$ cat src/rtl/ipv4_fwd_pkg.sv
package ipv4_fwd_pkg;

   localparam int HDR_BITS  = 160;
   localparam int HDR_WORDS = HDR_BITS / 16;

   typedef struct packed {
      logic [3:0]  ver;
      logic [3:0]  ihl;
      logic [7:0]  tos;
      logic [15:0] len;
      logic [15:0] id;
      logic [2:0]  flags;
      logic [12:0] frag;
      logic [7:0]  ttl;
      logic [7:0]  proto;
      logic [15:0] csum;
      logic [31:0] src;
      logic [31:0] dst;
   } ip_hdr_t;

   typedef enum logic {
      WALK_IDLE   = 1'b0,
      WALK_SEARCH = 1'b1
   } walk_state_t;

   // fold a wide sum into 16 bits with end-around carries
   function automatic logic [15:0] fold16(input logic [19:0] s);
      logic [16:0] f1;
      logic [16:0] f2;
      f1 = {1'b0, s[15:0]} + {13'd0, s[19:16]};
      f2 = {1'b0, f1[15:0]} + {16'd0, f1[16]};
      return f2[15:0];
   endfunction

endpackage

$ cat src/rtl/ip_hdr_check.sv
module ip_hdr_check
   import ipv4_fwd_pkg::*;
#(
   parameter int MIN_LEN = 64,
   parameter int MAX_LEN = 1500
) (
   input  ip_hdr_t     hdr,
   output logic        bad_hdr,
   output logic        to_cpu,
   output logic [15:0] patched_csum
);

   localparam logic [15:0] LEN_LO = 16'(MIN_LEN);
   localparam logic [15:0] LEN_HI = 16'(MAX_LEN);

   logic [HDR_BITS-1:0] flat;
   logic [19:0]         acc [HDR_WORDS+1];
   logic [15:0]         folded;
   logic                csum_ok;
   logic                len_ok;
   logic [16:0]         bumped;

   assign flat   = hdr;
   assign acc[0] = 20'd0;

   generate
      for (genvar w = 0; w < HDR_WORDS; w++) begin : g_word
         assign acc[w+1] = acc[w] + {4'd0, flat[HDR_BITS-1-16*w -: 16]};
      end
   endgenerate

   assign folded  = fold16(acc[HDR_WORDS]);
   assign csum_ok = (folded == 16'hFFFF);
   assign len_ok  = (hdr.len >= LEN_LO) && (hdr.len <= LEN_HI);

   assign bad_hdr = !csum_ok || !len_ok;
   assign to_cpu  = (hdr.ver != 4'd4) || (hdr.ihl != 4'd5) || (hdr.ttl <= 8'd1);

   // TTL word drops by 0x0100, so the complement grows by 0x0100
   assign bumped       = {1'b0, hdr.csum} + 17'h00100;
   assign patched_csum = bumped[15:0] + {15'd0, bumped[16]};

endmodule

$ cat src/rtl/lpm_table.sv
module lpm_table #(
   parameter int N_ENTRIES = 16,
   parameter int PORT_W    = 4,
   localparam int IDX_W    = $clog2(N_ENTRIES)
) (
   input  logic              clk,
   input  logic              rst_n,
   input  logic              wr_en,
   input  logic [IDX_W-1:0]  wr_idx,
   input  logic [31:0]       wr_prefix,
   input  logic [31:0]       wr_mask,
   input  logic [PORT_W-1:0] wr_port,
   input  logic              wr_valid,
   input  logic [31:0]       key,
   input  logic [IDX_W-1:0]  rd_idx,
   output logic              rd_hit,
   output logic [PORT_W-1:0] rd_port
);

   logic [31:0]       pfx  [N_ENTRIES];
   logic [31:0]       msk  [N_ENTRIES];
   logic [PORT_W-1:0] prt  [N_ENTRIES];
   logic [N_ENTRIES-1:0] vld;
   logic [N_ENTRIES-1:0] hit_vec;

   generate
      for (genvar e = 0; e < N_ENTRIES; e++) begin : g_entry
         always_ff @(posedge clk or negedge rst_n) begin
            if (!rst_n) begin
               pfx[e] <= '0;
               msk[e] <= '0;
               prt[e] <= '0;
               vld[e] <= 1'b0;
            end else if (wr_en && wr_idx == IDX_W'(e)) begin
               pfx[e] <= wr_prefix;
               msk[e] <= wr_mask;
               prt[e] <= wr_port;
               vld[e] <= wr_valid;
            end
         end
         assign hit_vec[e] = vld[e] && ((key & msk[e]) == pfx[e]);
      end
   endgenerate

   assign rd_hit  = hit_vec[rd_idx];
   assign rd_port = prt[rd_idx];

endmodule

$ cat src/rtl/lpm_walker.sv
module lpm_walker
   import ipv4_fwd_pkg::*;
#(
   parameter int N_ENTRIES = 16,
   parameter int PORT_W    = 4,
   localparam int IDX_W    = $clog2(N_ENTRIES)
) (
   input  logic              clk,
   input  logic              rst_n,
   input  logic              start,
   input  logic              bad_hdr,
   input  logic              to_cpu,
   input  logic              hit,
   input  logic [PORT_W-1:0] hit_port,
   input  logic [7:0]        ttl_in,
   input  logic [15:0]       csum_in,
   input  logic [15:0]       csum_patched,
   output logic              idle,
   output logic [IDX_W-1:0]  idx,
   output logic              done,
   output logic              drop,
   output logic              cpu,
   output logic [PORT_W-1:0] port,
   output logic [7:0]        ttl_out,
   output logic [15:0]       csum_out
);

   localparam logic [IDX_W-1:0] LAST_IDX = IDX_W'(N_ENTRIES - 1);

   walk_state_t state;

   assign idle = (state == WALK_IDLE);

   always_ff @(posedge clk or negedge rst_n) begin
      if (!rst_n) begin
         state    <= WALK_IDLE;
         idx      <= '0;
         done     <= 1'b0;
         drop     <= 1'b0;
         cpu      <= 1'b0;
         port     <= '0;
         ttl_out  <= '0;
         csum_out <= '0;
      end else begin
         done <= 1'b0;
         unique case (state)
            WALK_IDLE: begin
               if (start) begin
                  state <= WALK_SEARCH;
                  idx   <= '0;
               end
            end
            WALK_SEARCH: begin
               if (bad_hdr || to_cpu || hit || idx == LAST_IDX) begin
                  state    <= WALK_IDLE;
                  done     <= 1'b1;
                  drop     <= bad_hdr || (!to_cpu && !hit);
                  cpu      <= !bad_hdr && to_cpu;
                  port     <= (!bad_hdr && !to_cpu && hit) ? hit_port : '0;
                  ttl_out  <= (!bad_hdr && !to_cpu && hit) ? ttl_in - 8'd1 : ttl_in;
                  csum_out <= (!bad_hdr && !to_cpu && hit) ? csum_patched : csum_in;
               end else begin
                  idx <= idx + 1'b1;
               end
            end
            default: state <= WALK_IDLE;
         endcase
      end
   end

endmodule

$ cat src/rtl/ipv4_fwd_decide.sv
module ipv4_fwd_decide
   import ipv4_fwd_pkg::*;
#(
   parameter int N_ENTRIES = 16,
   parameter int PORT_W    = 4,
   parameter int MIN_LEN   = 64,
   parameter int MAX_LEN   = 1500,
   localparam int IDX_W    = $clog2(N_ENTRIES)
) (
   input  logic              clk,
   input  logic              rst_n,
   input  logic              hdr_valid,
   output logic              hdr_ready,
   input  logic [3:0]        hdr_ver,
   input  logic [3:0]        hdr_ihl,
   input  logic [7:0]        hdr_tos,
   input  logic [15:0]       hdr_len,
   input  logic [15:0]       hdr_id,
   input  logic [2:0]        hdr_flags,
   input  logic [12:0]       hdr_frag,
   input  logic [7:0]        hdr_ttl,
   input  logic [7:0]        hdr_proto,
   input  logic [15:0]       hdr_csum,
   input  logic [31:0]       hdr_src,
   input  logic [31:0]       hdr_dst,
   input  logic              tbl_wr_en,
   input  logic [IDX_W-1:0]  tbl_wr_idx,
   input  logic [31:0]       tbl_wr_prefix,
   input  logic [31:0]       tbl_wr_mask,
   input  logic [PORT_W-1:0] tbl_wr_port,
   input  logic              tbl_wr_valid,
   output logic              res_done,
   output logic              res_drop,
   output logic              res_cpu,
   output logic [PORT_W-1:0] res_port,
   output logic [7:0]        res_ttl,
   output logic [15:0]       res_csum
);

   initial begin
      assert (N_ENTRIES >= 2 && (1 << IDX_W) >= N_ENTRIES)
         else $fatal(1, "N_ENTRIES must be at least 2");
      assert (PORT_W >= 1) else $fatal(1, "PORT_W must be at least 1");
      assert (MIN_LEN >= 20 && MIN_LEN <= MAX_LEN && MAX_LEN < 65536)
         else $fatal(1, "length window out of range");
   end

   ip_hdr_t           hdr_q;
   logic              accept;
   logic              bad_hdr;
   logic              to_cpu;
   logic [15:0]       patched;
   logic [IDX_W-1:0]  walk_idx;
   logic              tbl_hit;
   logic [PORT_W-1:0] tbl_port;
   logic              walk_idle;

   assign hdr_ready = walk_idle;
   assign accept    = hdr_valid && walk_idle;

   always_ff @(posedge clk or negedge rst_n) begin
      if (!rst_n) begin
         hdr_q <= '0;
      end else if (accept) begin
         hdr_q <= '{ver: hdr_ver, ihl: hdr_ihl, tos: hdr_tos, len: hdr_len,
                    id: hdr_id, flags: hdr_flags, frag: hdr_frag, ttl: hdr_ttl,
                    proto: hdr_proto, csum: hdr_csum, src: hdr_src, dst: hdr_dst};
      end
   end

   ip_hdr_check #(
      .MIN_LEN (MIN_LEN),
      .MAX_LEN (MAX_LEN)
   ) u_check (
      .hdr          (hdr_q),
      .bad_hdr      (bad_hdr),
      .to_cpu       (to_cpu),
      .patched_csum (patched)
   );

   lpm_table #(
      .N_ENTRIES (N_ENTRIES),
      .PORT_W    (PORT_W)
   ) u_table (
      .clk       (clk),
      .rst_n     (rst_n),
      .wr_en     (tbl_wr_en),
      .wr_idx    (tbl_wr_idx),
      .wr_prefix (tbl_wr_prefix),
      .wr_mask   (tbl_wr_mask),
      .wr_port   (tbl_wr_port),
      .wr_valid  (tbl_wr_valid),
      .key       (hdr_q.dst),
      .rd_idx    (walk_idx),
      .rd_hit    (tbl_hit),
      .rd_port   (tbl_port)
   );

   lpm_walker #(
      .N_ENTRIES (N_ENTRIES),
      .PORT_W    (PORT_W)
   ) u_walker (
      .clk          (clk),
      .rst_n        (rst_n),
      .start        (accept),
      .bad_hdr      (bad_hdr),
      .to_cpu       (to_cpu),
      .hit          (tbl_hit),
      .hit_port     (tbl_port),
      .ttl_in       (hdr_q.ttl),
      .csum_in      (hdr_q.csum),
      .csum_patched (patched),
      .idle         (walk_idle),
      .idx          (walk_idx),
      .done         (res_done),
      .drop         (res_drop),
      .cpu          (res_cpu),
      .port         (res_port),
      .ttl_out      (res_ttl),
      .csum_out     (res_csum)
   );

endmodule

$ cat config.mk
export PLATFORM = sky130hd
export DESIGN_NAME = ipv4_fwd_decide
export DESIGN_NICKNAME = d
export VERILOG_FILES = /design/src/rtl/ipv4_fwd_pkg.sv /design/src/rtl/ip_hdr_check.sv /design/src/rtl/lpm_table.sv /design/src/rtl/lpm_walker.sv /design/src/rtl/ipv4_fwd_decide.sv
export SDC_FILE = /design/constraint.sdc
export NUM_CORES = 2
export LEC_CHECK = 0
export ABC_CLOCK_PERIOD_IN_PS = 11500
export BUFFER_PORTS_ARGS = -buffer_cell sky130_fd_sc_hd__buf_4
export CAP_MARGIN = 20
export CORE_MARGIN = 5
export CORE_UTILIZATION = 62
export DETAILED_ROUTE_END_ITERATION = 8
export PLACE_DENSITY = 0.9
export SLEW_MARGIN = 10
export SYNTH_ARGS = -nofsm -noshare
export SYNTH_HDL_FRONTEND = slang
export SYNTH_SLANG_ARGS = --single-unit
$ cat constraint.sdc
create_clock -name clk -period 11.5 [get_ports clk]
set_clock_uncertainty 0.05 [all_clocks]
set_input_delay 0.575 -clock clk [delete_from_list [all_inputs] [get_ports clk]]
set_output_delay 0.575 -clock clk [all_outputs]
set_load 0.02 [all_outputs]
# Yosys cells after proc, flatten, opt, wreduce, memory -nomap -nowiden

Cells that the tools add are included.

Bits in latches: 0
Logic and storage cells: 228
Bits in writable memories: 0
Memories kept: 0
Input bits: 237
Output and inout bits: 32
Register bits: 1,300
Bits in read-only memories: 0

$lt $le $gt $ge: 5
$add $sub $neg: 15
Reductions and logical operators: 53
$mul: 0
Shift-type cells: 0
Eq/ne operators: 37
Bitwise operators: 18
Divide/modulo/power cells: 0
Multiplexer cells: 16

Operator list:

| kind                                                                    | count |
|---|---|
| 32-bit AND                                                              | 16 |
| 32-bit equality test                                                    | 16 |
| 20-bit by 16-bit adder with 20-bit output                               | 8 |
| 1-bit logical AND                                                       | 38 |
| 4-bit equality test, second input constant                              | 9 |
| 16-bit by 1-bit adder with 16-bit output                                | 2 |
| 4-bit two-way mux                                                       | 5 |
| 16-bit by 16-bit adder with 17-bit output                               | 1 |
| 16-bit by 4-bit adder with 17-bit output                                | 1 |
| 16-bit by 9-bit adder with 17-bit output, second input constant         | 1 |
| 4-bit binary-select mux with 4-bit select                               | 1 |
| 16-bit equality test, second input constant                             | 1 |
| 4-bit by 3-bit equality test with 1-bit output, second input constant   | 4 |
| 16-bit by 7-bit >= comparator with 1-bit output, second input constant  | 1 |
| 16-bit by 11-bit <= comparator with 1-bit output, second input constant | 1 |
| 16-bit two-way mux                                                      | 1 |
| 4-bit by 2-bit equality test with 1-bit output, second input constant   | 2 |
| 8-bit by 1-bit <= comparator with 1-bit output, second input constant   | 1 |
| 8-bit two-way mux                                                       | 1 |
| 4-bit by 3-bit != test with 1-bit output, second input constant         | 2 |
| 4-bit case mux with 2 select lines                                      | 1 |
| 8-bit by 1-bit subtractor with 8-bit output, second input constant      | 1 |
| 1-bit logical OR                                                        | 7 |
| 5-bit >= comparator, second input constant                              | 1 |
| 12 further kinds                                                        | 22 |

# Logic depth before layout (Yosys ltp)

Depth after elaboration: 19
Mapped depth: 48
Gate-level depth less buffers: 47

# Cells and area by module

Synthesis repeated with hierarchy kept, for this count alone.

Cell total of the unflattened synthesis: 4,815
Area total of the unflattened synthesis: 62,725.2 um^2

By module, submodules not included:

| module          | sequential area each (um^2) | times used | cells each | area an instance (um^2) |
|---|---|---|---|---|
| lpm_table       | 27,626.5                    | 1          | 3,742      | 49,419.9 |
| ipv4_fwd_decide | 4,003.8                     | 1          | 339        | 6,342.3 |
| ip_hdr_check    | 0.0                         | 1          | 562        | 5,236.3 |
| lpm_walker      | 900.9                       | 1          | 172        | 1,726.7 |

# Least setup slack after synthesis

OpenSTA, ideal clock, no wires.

Path type: flip-flop to flip-flop
Start point: register hdr_q[128] in the netlist's numbering
End point: register u_walker.csum_out[0]
Setup slack: 1.307 ns
Stages on the path, launching flop included: 46
Required time: 11.325 ns
Clock period less this slack: 10.193 ns
Buffers on the path: 1
Data arrival time: 10.018 ns
Library setup time: 0.125 ns
Cell sequence: dfrtp_1 ha_1 fa_1 a21o_1 a21oi_1 o21bai_1 a21oi_1 o21bai_1 a21oi_1 nor2b_1 o21a_1 o41ai_1 xnor2_1 fa_1 inv_1 fa_1 fa_1 fa_1 (+10 left out) inv_1 fa_1 nand2b_1 a21o_2 nor3_1 nand4_1 nor2_1 ha_1 ha_1 o22ai_1 a2111oi_0 nand2_1 or4b_1 or4_4 nor4_4 nand2b_4 buf_12 mux2_4

Longest elaborated chain between the ends: 18
Elaborated cells on any way between the ends: 26
Classes of those cells: add/sub: 11; order compare: 2; eq/ne: 1; mux: 1; reduce/logical: 11

RTL lines:

| item                                                                      | RTL line                           | source |
|---|---|---|
| start: declaration                                                        | ipv4_fwd_decide.sv:48              | `ip_hdr_t hdr_q;` |
| start signal: assignment                                                  | ipv4_fwd_decide.sv:65              | `hdr_q <= '{ver: hdr_ver, ihl: hdr_ihl, tos: hdr_tos, len: hdr_len,` |
| 16-bit by 16-bit adder with 17-bit output                                 | ip_hdr_check.sv:28                 | `assign acc[w+1] = acc[w] + {4'd0, flat[HDR_BITS-1-16*w -: 16]};` |
| 20-bit by 16-bit adder with 20-bit output (8 in a row)                    | ip_hdr_check.sv:28                 |  |
| 16-bit by 4-bit adder with 17-bit output                                  | ipv4_fwd_pkg.sv:30                 | `f1 = {1'b0, s[15:0]} + {13'd0, s[19:16]};` |
| 16-bit by 1-bit adder with 16-bit output                                  | ipv4_fwd_pkg.sv:31                 | `f2 = {1'b0, f1[15:0]} + {16'd0, f1[16]};` |
| 16-bit equality test                                                      | ip_hdr_check.sv:33                 | `assign csum_ok = (folded == 16'hFFFF);` |
| 1-bit logical NOT                                                         | ip_hdr_check.sv:36                 | `assign bad_hdr = !csum_ok \|\| !len_ok;` |
| 1-bit logical OR *                                                        | ip_hdr_check.sv:36                 |  |
| 1-bit logical NOT / 1-bit logical OR (equally long branches)              | lpm_walker.sv:61, lpm_walker.sv:54 |  |
| 1-bit logical AND / 1-bit logical OR (equally long branches) (2 in a row) | lpm_walker.sv:61, lpm_walker.sv:54 |  |
| 16-bit two-way mux / 2-bit AND reduction (equally long branches)          | -                                  |  |
| end signal: assignment                                                    | lpm_walker.sv:61                   | `csum_out <= (!bad_hdr && !to_cpu && hit) ? csum_patched : csum_in;` |
| end: declaration                                                          | lpm_walker.sv:25                   | `output logic [15:0] csum_out` |

Mark *: on every way between the ends. The rest lies on a longest branch, timed or not.
A chain may end at the register's enable or synchronous reset.

# Worst setup path after layout

Start point: register hdr_q[128] in the netlist's numbering
End point: register u_walker.csum_out[8]

Same word-level chain as after synthesis.

==> key figures <==
Status
  • Status: complete, but fails checks
  • Failing checks: negative hold slack

Yosys
  • Distinct cell type count after synthesis: between 80 and 90
  • Cell area after synthesis: 62,400 µm²
  • Post-Syn Instances: ~5,100
  • Share of the synthesized area in the top cell type: a little over half
  • Sequential element share of the synthesized area: roughly 52%
  • Synth Flop Type: dfrtp_1
  • Post-synthesis register bit count: 1,300
  • EDFF count, synth: 0
  • Ys Warns: 0
  • Async S/R FF share, synth: 100%
  • Total nets after synthesis: roughly 5,500
  • Avg Inst Size Synth: roughly 12 µm²
  • Yosys top cell by area: dfrtp_1
  • Synth top area cells: dfrtp_1 (52%), mux2_2 (20%), nand2_1 (5.9%)

Detailed routing
  • Avg WL per Cell: about 30 µm
  • Total number of vias: 45,186
  • DRT Pass-1 Iters: 8
  • Initial DRC Count: 5,717
  • Residual DRC: 0
  • Routed wire length: approximately 200,000 µm
  • Number of vias per cell: 6.60
  • Antenna viol nets, final: 0

Worst setup path
  • Critical Path End Type: register
  • Flop-to-flop setup slack: a little over 0.5 ns
  • WP buf/inv: 4
  • Critical path class: register to register
  • Crit-path slowest cell: fa_1
  • R2R Path Start: hdr_q[128]
  • Crit path launch type: register
  • Crit path arrival time: approximately 12 ns
  • Worst r2r path cells: 47
  • CP max stage delay: approximately 0.57 ns
  • Most frequent CP cell: fa_1
  • Required @ worst endpoint: ~12 ns
  • CP max FO: 13
  • Worst r2r dst: u_walker.csum_out[8]
  • Cell family contributing the most delay on the critical path: adder cells

Clock tree
  • Deepest clock path buffer count: 3
  • Sink Count: around 1,300
  • TritonCTS clock tree: built
  • Clock latency on the worst-skew pair: 0.77 ns
  • Number of buffers created by CTS: 130
  • H-Tree Depth: 4
  • Worst-path clk slew: 0.06 ns
  • CTS Root Cell: clkbuf_16

STA
  • Max frequency: slightly above 90 MHz
  • Final Hold Violating Endpoints: 1
  • # setup viols final: 0
  • Fin crit share: a little over nine tenths
  • Max_slew headroom: between 15 and 20%
  • Least-Margin Pin Slew: roughly 1.2 ns
  • Slew Viols, Final: 0
  • Final Critical Period: 10.99 ns
  • Fin Setup TNS: 0 ns
  • Worst-case hold slack: -0.000696 ns
  • Setup slack after layout: about 0.51 ns

Die
  • Total I/O pin count: between 200 and 300
  • Initial Util: 62.4%
  • FP Rows: approximately 120
  • Die H: roughly 330 µm
  • Die area: around 110,000 µm²
  • Core area: about 100,000 µm²
  • Die W: 327 µm

Place
  • Hpwl dp: roughly 120,000 µm
  • Placed Area: around 66,000 µm²
  • Gp weighted congestion: between 0.9 and 1
  • # port buffers: 268
  • DP Worst Slack: 0.194 ns

Cells and area
  • Fillers: just under 6,000
  • Layout area overhead: 14.3%
  • Layout cells sized above 1: between 30% and 40%
  • Post-layout instance area: a little over 70,000 µm²
  • Nets: 5,840

Global route
  • Remaining Overflow, GRT: 0
  • Overall Global Routing Usage: a little under two fifths
  • Largest net degree at the start of global routing: 183
  • Vias in the first global route: 47,365
  • Initial antenna violation count: 20
  • First-pass GRT wire length: 303,000 µm

Min path
  • Hold depth: 3
  • WHS Endpoint: hdr_q[125]
  • Min-delay worst type: input port to register
  • Hold_sp: hdr_id[13]

Power
  • Cell leakage power: between 30 and 40 nW
  • Cell area power density: 304 nW/µm²
  • Max IR drop VDD: 0.594 mV

Job
  • Max-cap viol count: 0
==> area by class of cell <==
class | count | area (µm²) | share of cell area, %
inverters | 158 | 593 | 0.831
clock inverters | 32 | 467 | 0.654
well taps | 1298 | 1620 | 2.28
diodes | 18 | 45.0 | 0.0631
repair buffers | 466 | 3940 | 5.52
multi-input cells | 3384 | 28300 | 39.7
clock buffers | 188 | 3840 | 5.39
flip-flops and latches | 1300 | 32500 | 45.6
==> flip-flops by register name (all words and copies together) (netlist names) <==
register	cells
hdr_q	160
u_table.pfx	512
u_walker.idx	4
u_table.vld	16
u_walker.drop	1
u_walker.state	1
u_walker.csum_out	16
u_walker.done	1
u_walker.port	4
u_table.prt	64
u_table.msk	512
u_walker.ttl_out	8
u_walker.cpu	1
==> per-stage QoR <==
stage               util [%]  total power [W]  instances
floorplan                  -           0.0136       5146
global placement        65.6           0.0165       6481
detailed placement      65.7           0.0167       6482
CTS                     71.1           0.0211       6818
global route            71.3           0.0228       6832
finish                  71.3           0.0217       6844
==> worst min-delay path: cells and delay by family <==
family / cells / cell delay [ns]
AND/OR/NAND/NOR: 2 / 0.11
buffers and inverters: 1 / 0.08
==> synth_stat cells, types with 6 or more instances <==
cell,count
o21ai_0,30
ha_1,50
buf_1,41
o22ai_1,6
nand4_1,103
inv_1,157
nand3_1,37
mux2_4,28
nor2_1,40
xor2_1,310
a21o_1,12
nand4b_1,6
fa_1,113
o22a_1,7
nor3_1,39
nand2_1,988
xnor2_1,220
a21oi_1,44
dfrtp_1,1300
o21a_1,8
mux2_2,1108
nor4_1,51
clkbuf_1,258
nand3b_1,6
mux2i_1,8
and3_1,22
mux4_2,17
or3_1,9
nand2b_1,11
or4_1,6
==> what timing repair did <==
item,4_1_cts,5_1_grt
hold buffers,116,0
gates resized for setup,0,16
endpoints found under the hold margin,241,0
buffers inserted,0,4
setup endpoints to repair,0,35
==> metal layers <==
metal / track usage [%] / vias to the layer above / part of all wire, %
met4: 28.8 / 14 / 9.1
li1: - / 17919 / -
met5: 0 / - / 0.055
met3: 12.4 / 1102 / 12
met2: 57.2 / 3344 / 44
met1: 46.2 / 22807 / 34
==> cells by family (layout without fill, tap and decap cells) <==
group | after synthesis | count (layout) | share of synthesized area, %
adders and majority gates | 163 | 163 | 4.63
xor gates and xnor gates | 530 | 530 | 7.44
muxes | 1164 | 1164 | 21.5
buffers and inverters | 462 | 844 | 2.87
DFF | 1300 | 1300 | 52.1
other | 0 | 18 | 0
AOI/OAI and AO/OA | 171 | 171 | 1.87
and+or+nand+nor | 1356 | 1356 | 9.55
==> cells in the final DEF (no fill, tap or decap), drive strengths merged, types with 38 or more instances in the layout <==
cell and count:
buf 350, inv 165, nand3 38, mux2 1136, ha 50, nor4 53
clkbuf 188, nand4 103, nor3 39, xnor2 220, dfrtp 1300, fa 113
nor2 40, nand2 988, xor2 310, dlygate4sd3 116, a21oi 45
==> worst max path at each step <==
stage	from	endpoint	slack (ns)	depth (start not counted)
detailed placement	hdr_q[128]	u_walker.port[2]	0.19	47
floorplan	hdr_q[128]	u_walker.csum_out[0]	1.31	45
finish	hdr_q[128]	u_walker.csum_out[8]	0.51	47
CTS	hdr_q[128]	u_walker.port[2]	0.12	47
global route	hdr_q[128]	u_walker.csum_out[8]	-0.04	47
global placement	hdr_q[128]	u_walker.port[1]	0.32	47
==> where the power goes <==
group | internal (W) | total (W) | switching (W)
registers | 0.00557 | 0.00631 | 0.000736
logic | 0.00453 | 0.0110 | 0.00652
clock network | 0.00245 | 0.00433 | 0.00187
total | 0.0126 | 0.0217 | 0.00913
Note: power is estimated with default switching activity, not from simulation.
